### src/rtl/bw_pkg.sv
package bw_pkg;
  localparam int BW_ADDR_W = 3;
  localparam int BW_DATA_W = 8;
  localparam int BW_IDX_W  = BW_ADDR_W + 1;

  // Peripheral index for a window offset in a given bank.
  function automatic logic [BW_IDX_W-1:0] bw_map(input logic bank,
                                                 input logic [BW_ADDR_W-1:0] off);
    logic [BW_IDX_W-1:0] idx;
    case ({bank, off})
      4'b0_000: idx = 4'd0;
      4'b0_001: idx = 4'd1;
      4'b0_010: idx = 4'd2;
      4'b0_011: idx = 4'd3;
      4'b0_100: idx = 4'd11;
      4'b0_101: idx = 4'd5;
      4'b0_110: idx = 4'd10;
      4'b0_111: idx = 4'd6;
      4'b1_000: idx = 4'd12;
      4'b1_001: idx = 4'd8;
      4'b1_010: idx = 4'd9;
      4'b1_011: idx = 4'd7;
      4'b1_100: idx = 4'd4;
      4'b1_101: idx = 4'd13;
      4'b1_110: idx = 4'd14;
      default:  idx = 4'd15;
    endcase
    return idx;
  endfunction
endpackage

### src/rtl/bw_bank_sel.sv
module bw_bank_sel (
  input  logic clk,
  input  logic rst,
  input  logic load,
  input  logic din,
  output logic bank
);
  always_ff @(posedge clk) begin
    if (rst)       bank <= 1'b0;
    else if (load) bank <= din;
  end

  p_bank_load_r5: assert property (@(posedge clk) disable iff (rst)
    load |=> (bank == $past(din)));
  p_bank_hold_r8: assert property (@(posedge clk) disable iff (rst)
    !load |=> $stable(bank));
endmodule

### src/rtl/bw_decode.sv
module bw_decode #(
  parameter int ADDR_W = bw_pkg::BW_ADDR_W,
  parameter int DATA_W = bw_pkg::BW_DATA_W,
  parameter int IDX_W  = ADDR_W + 1
) (
  input  logic              bank,
  input  logic [ADDR_W-1:0] addr,
  input  logic              rd,
  input  logic              wr,
  input  logic [DATA_W-1:0] wdata,
  output logic [IDX_W-1:0]  idx,
  output logic              rd_o,
  output logic              wr_o,
  output logic              shared,
  output logic [DATA_W-1:0] wdata_o
);
  localparam logic [ADDR_W-1:0] SHARED_OFF = '1;
  localparam int SEL_BIT = DATA_W - 1;

  always_comb begin
    idx    = bw_pkg::bw_map(bank, addr);
    shared = (addr == SHARED_OFF);
    wr_o   = wr;
    rd_o   = rd & ~wr;
    wdata_o = wdata;
    if (shared) wdata_o[SEL_BIT] = 1'b0;
  end
endmodule

### src/rtl/bw_req_stage.sv
module bw_req_stage #(
  parameter int DATA_W = 8,
  parameter int IDX_W  = 4
) (
  input  logic              clk,
  input  logic              rst,
  input  logic              rd_i,
  input  logic              wr_i,
  input  logic              shared_i,
  input  logic [IDX_W-1:0]  idx_i,
  input  logic [DATA_W-1:0] wdata_i,
  output logic              rd_q,
  output logic              wr_q,
  output logic              shared_q,
  output logic [IDX_W-1:0]  idx_q,
  output logic [DATA_W-1:0] wdata_q
);
  always_ff @(posedge clk) begin
    if (rst) begin
      rd_q     <= 1'b0;
      wr_q     <= 1'b0;
      shared_q <= 1'b0;
      idx_q    <= '0;
      wdata_q  <= '0;
    end else begin
      rd_q     <= rd_i;
      wr_q     <= wr_i;
      if (rd_i || wr_i) begin
        idx_q    <= idx_i;
        shared_q <= shared_i;
      end
      if (wr_i) wdata_q <= wdata_i;
    end
  end

  p_single_strobe_r9: assert property (@(posedge clk) disable iff (rst)
    !(rd_q && wr_q));
  p_wr_follows_r4: assert property (@(posedge clk) disable iff (rst)
    wr_i |=> wr_q);
  p_strobe_one_cycle_r4: assert property (@(posedge clk) disable iff (rst)
    !(rd_i || wr_i) |=> !(rd_q || wr_q));
endmodule

### src/rtl/bw_rdata_merge.sv
module bw_rdata_merge #(
  parameter int DATA_W = 8
) (
  input  logic              clk,
  input  logic              rst,
  input  logic              rd_q,
  input  logic              shared_q,
  input  logic              bank,
  input  logic [DATA_W-1:0] per_rdata,
  output logic [DATA_W-1:0] rdata,
  output logic              rvalid
);
  localparam int SEL_BIT = DATA_W - 1;
  logic [DATA_W-1:0] merged;

  always_comb begin
    merged = per_rdata;
    if (shared_q) merged[SEL_BIT] = bank;
  end

  always_ff @(posedge clk) begin
    if (rst) begin
      rdata  <= '0;
      rvalid <= 1'b0;
    end else begin
      rvalid <= rd_q;
      if (rd_q) rdata <= merged;
    end
  end

  p_rvalid_after_rd_r6: assert property (@(posedge clk) disable iff (rst)
    rd_q |=> rvalid);
  p_no_spurious_rvalid_r6: assert property (@(posedge clk) disable iff (rst)
    !rd_q |=> !rvalid);
endmodule

### src/rtl/banked_reg_window.sv
module banked_reg_window #(
  parameter int ADDR_W = bw_pkg::BW_ADDR_W,
  parameter int DATA_W = bw_pkg::BW_DATA_W,
  localparam int IDX_W = ADDR_W + 1
) (
  input  logic              clk,
  input  logic              rst,
  input  logic [ADDR_W-1:0] host_addr,
  input  logic              host_rd,
  input  logic              host_wr,
  input  logic [DATA_W-1:0] host_wdata,
  output logic [DATA_W-1:0] host_rdata,
  output logic              host_rvalid,
  output logic [IDX_W-1:0]  per_idx,
  output logic              per_rd,
  output logic              per_wr,
  output logic [DATA_W-1:0] per_wdata,
  input  logic [DATA_W-1:0] per_rdata
);
  localparam int SEL_BIT = DATA_W - 1;

  logic              bank;
  logic [IDX_W-1:0]  dec_idx;
  logic              dec_rd, dec_wr, dec_shared, shared_q;
  logic [DATA_W-1:0] dec_wdata;

  bw_decode #(.ADDR_W(ADDR_W), .DATA_W(DATA_W), .IDX_W(IDX_W)) u_decode (
    .bank(bank), .addr(host_addr), .rd(host_rd), .wr(host_wr),
    .wdata(host_wdata), .idx(dec_idx), .rd_o(dec_rd), .wr_o(dec_wr),
    .shared(dec_shared), .wdata_o(dec_wdata)
  );

  bw_bank_sel u_bank (
    .clk(clk), .rst(rst), .load(dec_wr && dec_shared),
    .din(host_wdata[SEL_BIT]), .bank(bank)
  );

  bw_req_stage #(.DATA_W(DATA_W), .IDX_W(IDX_W)) u_req (
    .clk(clk), .rst(rst), .rd_i(dec_rd), .wr_i(dec_wr),
    .shared_i(dec_shared), .idx_i(dec_idx), .wdata_i(dec_wdata),
    .rd_q(per_rd), .wr_q(per_wr), .shared_q(shared_q),
    .idx_q(per_idx), .wdata_q(per_wdata)
  );

  bw_rdata_merge #(.DATA_W(DATA_W)) u_merge (
    .clk(clk), .rst(rst), .rd_q(per_rd), .shared_q(shared_q), .bank(bank),
    .per_rdata(per_rdata), .rdata(host_rdata), .rvalid(host_rvalid)
  );

  p_rd_follows_r4: assert property (@(posedge clk) disable iff (rst)
    (host_rd && !host_wr) |=> per_rd);
  p_rd_blocked_r9: assert property (@(posedge clk) disable iff (rst)
    (host_rd && host_wr) |=> (per_wr && !per_rd));
  p_shared_clears_top_r5: assert property (@(posedge clk) disable iff (rst)
    (host_wr && host_addr == '1) |=> !per_wdata[SEL_BIT]);
endmodule

### config.mk
export PLATFORM = sky130hd
export DESIGN_NAME = banked_reg_window
export DESIGN_NICKNAME = d
export VERILOG_FILES = /design/src/rtl/bw_pkg.sv /design/src/rtl/bw_bank_sel.sv /design/src/rtl/bw_decode.sv /design/src/rtl/bw_req_stage.sv /design/src/rtl/bw_rdata_merge.sv /design/src/rtl/banked_reg_window.sv
export SDC_FILE = /design/constraint.sdc
export NUM_CORES = 1
export LEC_CHECK = 0
export ABC_AREA = 1
export BUFFER_PORTS_ARGS = -buffer_cell sky130_fd_sc_hd__buf_2
export CAP_MARGIN = 40
export CORE_ASPECT_RATIO = 1.1
export CORE_MARGIN = 8
export CORE_UTILIZATION = 35
export DETAILED_ROUTE_END_ITERATION = 8
export PLACE_DENSITY = 0.66
export SYNTH_ARGS = -nofsm -noshare
export SYNTH_HDL_FRONTEND = slang
export SYNTH_HIERARCHICAL = 1
export SYNTH_SLANG_ARGS = --single-unit
### constraint.sdc
create_clock -name clk -period 1.85 [get_ports clk]
set_clock_uncertainty 0.2 [all_clocks]
set_input_delay 0.0925 -clock clk [delete_from_list [all_inputs] [get_ports clk]]
set_output_delay 0.0925 -clock clk [all_outputs]
set_load 0.01 [all_outputs]
Yosys cells after proc, flatten, opt, wreduce, memory -nomap -nowiden
Memories as Yosys holds them, arrays and structs flattened. A register that Yosys moved wholly into a read port is not among the register bits.
Cells that the tools add are included.

storage, ports and cells
  bits in registers = 21
  bits in read-only memories = 64
  input port bits = 23
  output and inout port bits = 23
  logic and storage cells = 15
  memories = 1

operators by class
  equality and inequality tests = 1
  multiplexer cells = 2
  bitwise gates (word level) = 2
  reduce and logical (&&, ||, !) cells = 2

memories
  memory            words  width  read ports  clocked after memory_dff  wr ports  RTL line      text
  (name not given)  16     4      1           1                         0         bw_pkg.sv:10  case ({bank, off})

operators by type and width
  kind                                   number
  == test 3 bit (second input constant)  1
  two-way mux 1 bit                      2
  bitwise AND 1 bit                      1
  logical AND 1 bit                      1
  logical OR 1 bit                       1
  NOT 1 bit                              1

Logic depth before layout (Yosys ltp)
  depth in word-level cells = 3
  mapped depth = 9
  depth with buffers taken out = 9

By module
The synthesis kept the hierarchy.

modules (own cells, without submodules)
  module             times used  cells each  area each (µm²)  seq. area each (µm²)
  bw_req_stage       1           72          551.8            300.3
  bw_rdata_merge     1           41          317.8            180.2
  bw_decode          1           49          264.0            0.0
  bw_bank_sel        1           7           45.0             20.0
  banked_reg_window  1           2           7.5              0.0

Least setup slack after synthesis
Ideal clock, no wire load.

  kind = register to register
  start point = register u_bank.bank
  end point = register u_req.idx_q[3]
  setup time = 113 ps
  data arrival time = 710 ps
  required time = 1,537 ps
  slack = 827 ps
  stages on the path, launching flop included = 6
  buffers on the path = 0
  period minus slack after synthesis = 1,023 ps
  cells stage by stage = dfxtp_1 > nor2_1 > o21ai_1 > nand2_1 > nor2_1 > nor2_1

RTL lines
  item                    RTL line            text
  start, declared         bw_bank_sel.sv:6    output logic bank
  start signal, assigned  bw_bank_sel.sv:10   else if (load) bank <= din;
  end, declared           bw_req_stage.sv:15  output logic [IDX_W-1:0] idx_q,

==> flow_metrics.tcl <==
set metrics [dict create \
    p_seq_share_pct 56.0 \
    finalNetCount 261 \
    timing.final.ws_setup_ns 0.1667 \
    power_frac_comb_pct 20.4 \
    synth-seq-cells 25 \
    grt_usage_pct 11.22 \
    yosysTopAreaCell "dfxtp_1" \
    grt_pass1_wl_um 5099 \
    fp.dieH_um 77.06 \
    rows 22 \
    post-cts-setup-buffers 0 \
    synth-main-ff-cell "dfxtp_1" \
    netlist_area_sq_um 1186 \
    crit_type "flop to flop" \
    vias 1155 \
    cts_tree "built" \
    async_reset_ff_share_pct 0 \
    wl_met1_um 1275 \
    slew_viol_final 0 \
    switchingPower_w 0.0002938 \
    synthTopCellsByCount "50 x nor2_1, 35 x nand2_1, 25 x dfxtp_1, 20 x inv_1, 16 x o21ai_0" \
    clock_power_share_pct 23.6 \
    hold_slack_ns 0.006169 \
    syn_nets 199 \
    dp.cells 241 \
    swShare_pct 28.00 \
    core_area_sq_um 3303 \
    path_clk_slew_ns 0.14 \
    diodes 0 \
    clk_latency_ns 0.32 \
    fin_crit_ns 1.683 \
    drtPass1Iterations 4 \
    synth.most_common_cell "nor2_1" \
    cts_sinks 25 \
    seq_area_frac_synth_pct 42.19 \
    drt-initial-drc-count 91 \
    grt_overflow 0 \
    syn_inst 171 \
    start_util_pct 35.91 \
    synth_top_area_share_pct 42.19 \
    ctsHoldBuffers 23 \
    drc 0 \
    die_w_um 71.51 \
    worst_pin_slew_ns 0.3846 \
    wl_met3_um 136 \
    drive_gt1_share_pct 23.71 \
    synth_edf_count 0 \
    status "finished clean" \
    ys_top_cells_by_area "dfxtp_1 42%, nor2_1 16%, nand2_1 11%" \
    hp-class "primary input to flop" \
    wl_um 2948 \
    cts_buffers 3 \
    powerDensity_nw_per_um2 646.1 \
    crit_required_ns 1.88 \
    final_cells 268 \
    cts_resized 0 \
    dp_slack_ns 0.6689 \
    tns_ns 0 \
    cp_max_fo 11 \
    arrival_ns 1.71 \
    ys_warn_count 6 \
    io_pins 46 \
    end_kind "flop" \
    htree_levels 1 \
    irDropWorstVdd_mv 0.2968 \
    post-route-period-util_pct 90.99 \
    maxSlewHeadroom_pct 74.33 \
    ant_nets 0 \
    fin_util_pct 49.17 \
    fmax_ghz 0.5941 \
    drv_cap 0 \
    place.gp.congestion 0.8128 \
    leakagePower_nw 0.9025 \
    wire_per_inst_um 11.00 \
    synth.avg_cell_area_sq_um 6.936 \
    die_area_sq_um 5510 \
    rsz0062_at_grt "false" \
    clockBufferDepth 2 \
    highest_layer "met4" \
    dp_hpwl_um 2006 \
    syn2layout_area_growth_pct 36.92 \
    synth_cell_types 14 \
    r2r_setup_slack_ns 0.17 \
    wl_met2_um 1470 \
    place.port_buffers 45 \
    cp-start-kind "flop" \
    setup_viol 0 \
    hold_viol 0 \
    fillCellCount 349 \
    antenna_found_initial 0 \
    via_per_inst 4.310 \
    clockRootBuffer "clkbuf_4" \
    intPower_w 0.0007555 \
    grt_pass1_vias 1183 \
    grt_max_degree 15 \
]
[path summary, 6_finish.rpt]
check	end	cells past startpoint	start
min reg2reg	u_req/wdata_q[2]	2	u_req/wdata_q[2]
max reg2reg	u_merge/rdata[6]	4	u_req/rd_q
min	u_req/wdata_q[7]	3	host_wr
max	u_merge/rdata[6]	4	u_req/rd_q
[routing by layer]
| layer | up-vias | global-route usage (%) |
|---|---|---|
| met3 | 6 | 2.471 |
| met4 | 0 | 4.908 |
| li1 | 624 | - |
| met5 | - | 0 |
| met1 | 492 | 12.51 |
| met2 | 33 | 19.69 |
[final cells by class]
class	instances	area [sq um]	share of cell area, %
multi-input cells	112	509.2	31.36
flip-flops and latches	25	500.5	30.82
repair buffers	68	455.4	28.04
inverters	23	86.33	5.316
well taps	36	45.04	2.773
clock buffers	3	22.52	1.387
clock inverters	1	5.005	0.3082
[stage by stage]
stage | power (W) | cell area [sq um]
after floorplan | 0.0007170 | 1186
after global placement | 0.0007762 | 1366
after detailed placement | 0.0007773 | 1366
after CTS | 0.001059 | 1624
after global routing | 0.001112 | 1624
final | 0.001049 | 1624
[cell families (layout without fill, tap and decap cells)]
family,Yosys count,in the layout,share of synthesized area (%)
and+or+nand+nor,90,90,30.49
buffers and inverters,34,95,14.87
DFF,25,25,42.19
AOI/OAI and AO/OA,17,17,7.173
adders and majority gates,5,5,5.274
[worst max-delay path: stages (launching register included)]
cell,delay [ns]
dfxtp_1,0.54
inv_2,0.13
nor2_1,0.11
nor2_1,0.05
dlygate4sd3_1,0.55
[power groups by stage]
stage          registers [W]  logic [W]  clock network (W)
2_1_floorplan       0.000613   0.000104                  0
3_3_place_gp        0.000600   0.000176                  0
3_5_place_dp        0.000600   0.000177                  0
4_1_cts             0.000589   0.000216           0.000255
5_1_grt             0.000593   0.000245           0.000274
6_report            0.000588   0.000214           0.000247
[registers in the layout, indices dropped and copies added (netlist names)]
name and flops:
u_merge/rdata 8, u_req/idx_q 4, u_req/shared_q 1, u_req/wdata_q 8, u_req/rd_q 1, u_merge/rvalid 1
u_bank/bank 1, u_req/wr_q 1
[layout by cell type (no fill, tap or decap)]
master / n
nand2_1: 35
inv_1: 20
nor2_1: 50
nand2_2: 1
nand3_1: 2
nor2_2: 1
ha_1: 5
clkinv_2: 1
dfxtp_1: 25
o21ai_0: 16
o21ai_1: 1
clkbuf_4: 3
inv_2: 3
buf_2: 45
dlygate4sd3_1: 23
nor2_8: 1
Power figures use the tool's default switching activity.
